**config.mk**
```make
export PLATFORM = sky130hd
export DESIGN_NAME = burstWriteSeq
export DESIGN_NICKNAME = d
export VERILOG_FILES = /design/src/rtl/burstWritePkg.sv /design/src/rtl/burstWriteCtrl.sv /design/src/rtl/burstWriteData.sv /design/src/rtl/burstWriteSeq.sv
export SDC_FILE = /design/constraint.sdc
export NUM_CORES = 1
export LEC_CHECK = 0
export ABC_CLOCK_PERIOD_IN_PS = 12240
export BUFFER_PORTS_ARGS = -buffer_cell sky130_fd_sc_hd__buf_2
export CAP_MARGIN = 20
export CORE_UTILIZATION = 45
export DETAILED_ROUTE_END_ITERATION = 12
export HOLD_SLACK_MARGIN = 0.08
export PLACE_DENSITY = 0.76
export REMOVE_ABC_BUFFERS = 1
export SLEW_MARGIN = 25
export SYNTH_ARGS = -nofsm -noshare
export SYNTH_HDL_FRONTEND = slang
export SYNTH_SLANG_ARGS = --single-unit
```
**constraint.sdc**
```tcl
create_clock -name clk -period 12.24 [get_ports clk]
set_input_delay 1.836 -clock clk [delete_from_list [all_inputs] [get_ports clk]]
set_output_delay 1.836 -clock clk [all_outputs]
set_load 0.05 [all_outputs]
```
**src/rtl/burstWritePkg.sv**
```systemverilog
package burstWritePkg;

  typedef enum logic [2:0] {
    CS_IDLE,
    CS_ISSUE,
    CS_BEAT1,
    CS_BEAT2,
    CS_FIN1,
    CS_FIN2,
    CS_END
  } ctlState_t;

  typedef enum logic [1:0] {
    FD_IDLE,
    FD_LOW,
    FD_HIGH,
    FD_WAIT
  } feedState_t;

  // strobes from control to datapath
  typedef struct packed {
    logic capture;    // latch address and word
    logic feedStart;  // acknowledge seen while command pending
    logic reqGone;    // client request withdrawn
  } ctlStrobe_t;

endpackage

```
**src/rtl/burstWriteCtrl.sv**
```systemverilog
module burstWriteCtrl
  import burstWritePkg::*;
(
  input  logic       clk,
  input  logic       rst,
  input  logic       reqValid,
  input  logic       memInitDone,
  input  logic       memCmdBusy,
  input  logic       memRefreshPending,
  input  logic       memWrAck,
  output logic       memWrCmd,
  output logic       memBurstDone,
  output logic       busy,
  output logic       done,
  output ctlStrobe_t strobe
);

  ctlState_t state, stateNext;
  logic memReady;

  assign memReady = memInitDone && !memCmdBusy && !memRefreshPending;

  always_comb begin
    stateNext = state;
    unique case (state)
      CS_IDLE:  if (reqValid && memReady) stateNext = CS_ISSUE;
      CS_ISSUE: if (memWrAck) stateNext = CS_BEAT1;
      CS_BEAT1: stateNext = CS_BEAT2;
      CS_BEAT2: stateNext = CS_FIN1;
      CS_FIN1:  stateNext = CS_FIN2;
      CS_FIN2:  stateNext = CS_END;
      CS_END:   if (!reqValid) stateNext = CS_IDLE;
      default:  stateNext = CS_IDLE;
    endcase
  end

  always_ff @(posedge clk) begin
    if (rst) state <= CS_IDLE;
    else     state <= stateNext;
  end

  assign memWrCmd     = (state == CS_ISSUE) || (state == CS_BEAT1) || (state == CS_BEAT2);
  assign memBurstDone = (state == CS_FIN1) || (state == CS_FIN2);
  assign busy         = (state != CS_IDLE);
  assign done         = (state == CS_END);

  assign strobe.capture   = (state == CS_IDLE) && reqValid && memReady;
  assign strobe.feedStart = (state == CS_ISSUE) && memWrAck;
  assign strobe.reqGone   = !reqValid;

endmodule

```
**src/rtl/burstWriteData.sv**
```systemverilog
module burstWriteData
  import burstWritePkg::*;
#(
  parameter int ADDR_W = 27,
  parameter int BEAT_W = 64
) (
  input  logic                  clk,
  input  logic                  rst,
  input  ctlStrobe_t            strobe,
  input  logic [ADDR_W-1:0]     reqAddr,
  input  logic [2*BEAT_W-1:0]   reqData,
  output logic [ADDR_W-1:0]     memAddr,
  output logic [BEAT_W-1:0]     memWrData
);

  localparam int NUM_BEATS = 2;

  feedState_t feedState, feedNext;
  logic [ADDR_W-1:0] addrReg;
  logic [BEAT_W-1:0] halfReg [NUM_BEATS];

  // capture registers, one per half
  for (genvar b = 0; b < NUM_BEATS; b++) begin : g_half
    always_ff @(posedge clk) begin
      if (rst)                 halfReg[b] <= '0;
      else if (strobe.capture) halfReg[b] <= reqData[b*BEAT_W +: BEAT_W];
    end
  end

  always_ff @(posedge clk) begin
    if (rst)                 addrReg <= '0;
    else if (strobe.capture) addrReg <= reqAddr;
  end

  always_comb begin
    feedNext = feedState;
    unique case (feedState)
      FD_IDLE: if (strobe.feedStart) feedNext = FD_LOW;
      FD_LOW:  feedNext = FD_HIGH;
      FD_HIGH: feedNext = FD_WAIT;
      FD_WAIT: if (strobe.reqGone) feedNext = FD_IDLE;
      default: feedNext = FD_IDLE;
    endcase
  end

  always_ff @(posedge clk) begin
    if (rst) feedState <= FD_IDLE;
    else     feedState <= feedNext;
  end

  always_comb begin
    unique case (feedState)
      FD_LOW:  memWrData = halfReg[0];
      FD_HIGH: memWrData = halfReg[1];
      default: memWrData = '0;
    endcase
  end

  assign memAddr = addrReg;

endmodule

```
**src/rtl/burstWriteSeq.sv**
```systemverilog
module burstWriteSeq
  import burstWritePkg::*;
#(
  parameter int ADDR_W = 27,
  parameter int BEAT_W = 64
) (
  input  logic                clk,
  input  logic                rst,
  input  logic                reqValid,
  input  logic [ADDR_W-1:0]   reqAddr,
  input  logic [2*BEAT_W-1:0] reqData,
  output logic                busy,
  output logic                done,
  input  logic                memInitDone,
  input  logic                memCmdBusy,
  input  logic                memRefreshPending,
  output logic                memWrCmd,
  output logic [ADDR_W-1:0]   memAddr,
  input  logic                memWrAck,
  output logic                memBurstDone,
  output logic [BEAT_W-1:0]   memWrData
);

  ctlStrobe_t strobe;

  burstWriteCtrl u_ctrl (
    .clk               (clk),
    .rst               (rst),
    .reqValid          (reqValid),
    .memInitDone       (memInitDone),
    .memCmdBusy        (memCmdBusy),
    .memRefreshPending (memRefreshPending),
    .memWrAck          (memWrAck),
    .memWrCmd          (memWrCmd),
    .memBurstDone      (memBurstDone),
    .busy              (busy),
    .done              (done),
    .strobe            (strobe)
  );

  burstWriteData #(.ADDR_W(ADDR_W), .BEAT_W(BEAT_W)) u_data (
    .clk       (clk),
    .rst       (rst),
    .strobe    (strobe),
    .reqAddr   (reqAddr),
    .reqData   (reqData),
    .memAddr   (memAddr),
    .memWrData (memWrData)
  );

endmodule

```
==> impl_metrics.tcl <==
set metrics [dict create \
    routed_wl_um 16290 \
    period_needed_ns 4.562 \
    nFillCells 1297 \
    drv_cap 0 \
    worstPathRequired_ns 10.40 \
    hold-path-endpoint "u_data.memAddr[25]" \
    path_max_fanout 37 \
    leakage_nw 3.821 \
    arrival_ns 2.73 \
    synth_area_um2 7167 \
    drtIter0Drc 311 \
    synth_fa_ha_area_share_pct 0.6983 \
    clock.fmax_mhz 219.2 \
    initial_core_util_pct 46.63 \
    worst_pin_slew_ns 0.9628 \
    vias_per_cell 4.929 \
    crit_type "flip-flop to primary output" \
    synth_top_family_by_area "simple AND/OR/NAND/NOR gates" \
    syn_to_final_growth_pct 28.19 \
    netlist_instances 584 \
    cts_inserted_buffers 17 \
    outcome "finished clean" \
    hold_path_class "flip-flop to flip-flop" \
    dr.pass1.iters 4 \
    ir_worst_vdd_mv 0.08906 \
    synth-xor-area-share_pct 0 \
    relSlewSlack_pct 35.66 \
    pin_count 257 \
    rr_worst_depth 4 \
    synthDistinctLibCells 34 \
    drive_gt1_share_pct 36.06 \
    dieArea_um2 16440 \
    setup_ws_ns 7.678 \
    worstReg2RegEnd "u_data.halfReg[1][6]" \
    cts.sinks 160 \
    cts_buffer_depth 2 \
    ys_seq_area_share_pct 62.57 \
    cts_tree "built" \
    die_y_um 128.2 \
    cts_hold_buffers 0 \
    clk_pin_slew_ns 0.06 \
    clock_skew_ns 0.009395 \
    r2r-start "u_ctrl.state[2]" \
    rsz0062_at_grt "false" \
    drcViolationCount 0 \
    cts-root-buf "clkbuf_16" \
    die_w_um 128.2 \
    cellPowerDensity_nw_per_um2 153.5 \
    vias 5146 \
    synth-seq-cells 160 \
    grt_pass1_wl_um 24560 \
    reg2reg_slack_ns 9.73 \
    dp_slack_ns 8.148 \
    hold_depth 2 \
    synth_compound_area_share_pct 7.839 \
    yosysTopAreaCell "edfxtp_1" \
    core_um2 15370 \
    muxShareOfSynthArea_pct 3.911 \
    htree_levels 4 \
    final_net_count 985 \
    power.total_mw 1.410 \
    place_hpwl_um 10630 \
    end_kind "primary output" \
    row_count 45 \
    setup_tns_ns 0 \
    final_common_cell "buf_2" \
    hp-start "u_data.memAddr[25]" \
    synthTopCellsByArea "edfxtp_1 (54%), and2_1 (11%), dfxtp_1 (8.9%), a22oi_1 (6.7%), nor2b_1 (5.8%)" \
    grt_max_degree 89 \
    place.gp.congestion 0.7643 \
    final_cell_mix "buf_2 (256), and2_1 (128), edfxtp_1 (128)" \
    port_buffers 256 \
    syn_avg_cell_area_um2 12.27 \
    cts_setup_buffers 0 \
    clock_latency_ns 0.42 \
    grt_pass1_vias 4940 \
    drv_slew 0 \
    antenna_found_initial 3 \
    grt_use_total_pct 19.90 \
    setup_viol 0 \
    ctsResizeCount 0 \
    min_period_over_period_pct 37.27 \
    ant_nets 0 \
    wl_per_cell_um 15.60 \
    grt_overflow 0 \
    ys_warn_count 0 \
    synth-simple-area-share_pct 21.42 \
    netlist.area_leader.share_pct 53.63 \
    finalHoldViolCount 0 \
    crit_path_start_kind "flip-flop" \
]
-- final cells by class --
class	count	area, um^2	share of cell area [%]
sequential	160	4484	48.81
timing repair buffer	263	1341	14.60
clock inverter	15	191.4	2.084
inverter	6	22.52	0.2451
tap	211	264.0	2.873
multi-input combinational	371	2456	26.73
clock buffer	17	425.4	4.630
antenna	1	2.502	0.02724
-- per-layer routing --
layer / vias up / global-route usage [%] / wire, um
li1: 2516 / - / -
met1: 2396 / 22.40 / 6546
met2: 209 / 33.80 / 7925
met3: 21 / 7.972 / 1569
met4: 4 / 7.543 / 226
met5: - / 0 / 22
-- worst max-delay path, stage by stage (launching register included) --
cell and delay, ns:
dfxtp_1 0.33, inv_1 0.15, ha_2 0.64, buf_4 0.52, a22oi_1 0.16, nor2b_1 0.20, buf_2 0.29
-- cell families (layout without fill, tap and decap cells) --
| family | after synthesis | count (layout) |
|---|---|---|
| other | 0 | 1 |
| AO/OA/AOI/OAI | 75 | 75 |
| adder cells (fa/ha/maj) | 4 | 4 |
| multiplexers | 28 | 28 |
| AND/OR/NAND/NOR | 264 | 264 |
| flip-flops | 160 | 160 |
| buffers and inverters | 53 | 301 |
-- how the worst max path moves through the flow --
| stage | to | startpoint | slack [ns] | cells past startpoint |
|---|---|---|---|---|
| 2_1_floorplan | u_data.halfReg[0][0] | memRefreshPending | 0.23 | 2 |
| 3_3_place_gp | u_data.halfReg[0][6] | memRefreshPending | 7.82 | 5 |
| 3_5_place_dp | memWrData[38] | u_data.feedState[0] | 8.15 | 6 |
| 4_1_cts | memWrData[38] | u_data.feedState[0] | 7.67 | 6 |
| 5_1_grt | memWrData[38] | u_data.feedState[0] | 7.48 | 6 |
| 6_report | memWrData[38] | u_data.feedState[0] | 7.68 | 6 |
-- state kept, by name, indices dropped and copies added (netlist names) --
| signal | cells |
|---|---|
| u_data.halfReg | 128 |
| u_data.memAddr | 27 |
| u_ctrl.state | 3 |
| u_data.feedState | 2 |
-- per-stage QoR --
step,utilization [%],hold slack [ns],area (um^2),cells
floorplan,-,0.5105,6934,537
global placement,55.58,0.4400,8543,1010
detailed placement,55.65,0.4467,8554,1011
CTS,59.67,0.4580,9171,1043
global route,59.76,0.4661,9185,1043
finish,59.77,0.4571,9188,1044
-- Yosys cell counts, drive strengths merged --
cell / number
nor3: 1
a221oi: 1
nand4bb: 2
a22oi: 64
a22o: 1
nor2: 5
a2111o: 1
nand2: 55
mux2i: 28
nand3: 1
nand3b: 2
nor3b: 1
o31ai: 1
a211o: 1
and4b: 1
a21oi: 2
a41oi: 1
buf: 14
dfxtp: 32
nor2b: 66
and2: 128
o211ai: 1
nand4: 1
clkbuf: 33
inv: 6
o21ai: 2
or3: 1
ha: 4
edfxtp: 128
-- where the power goes --
| part | internal, mW | switching, mW |
|---|---|---|
| logic | 0.0881 | 0.147 |
| registers | 0.613 | 0.00914 |
| clock network | 0.340 | 0.213 |
| total | 1.04 | 0.370 |
(Power assumes the default switching activity.)
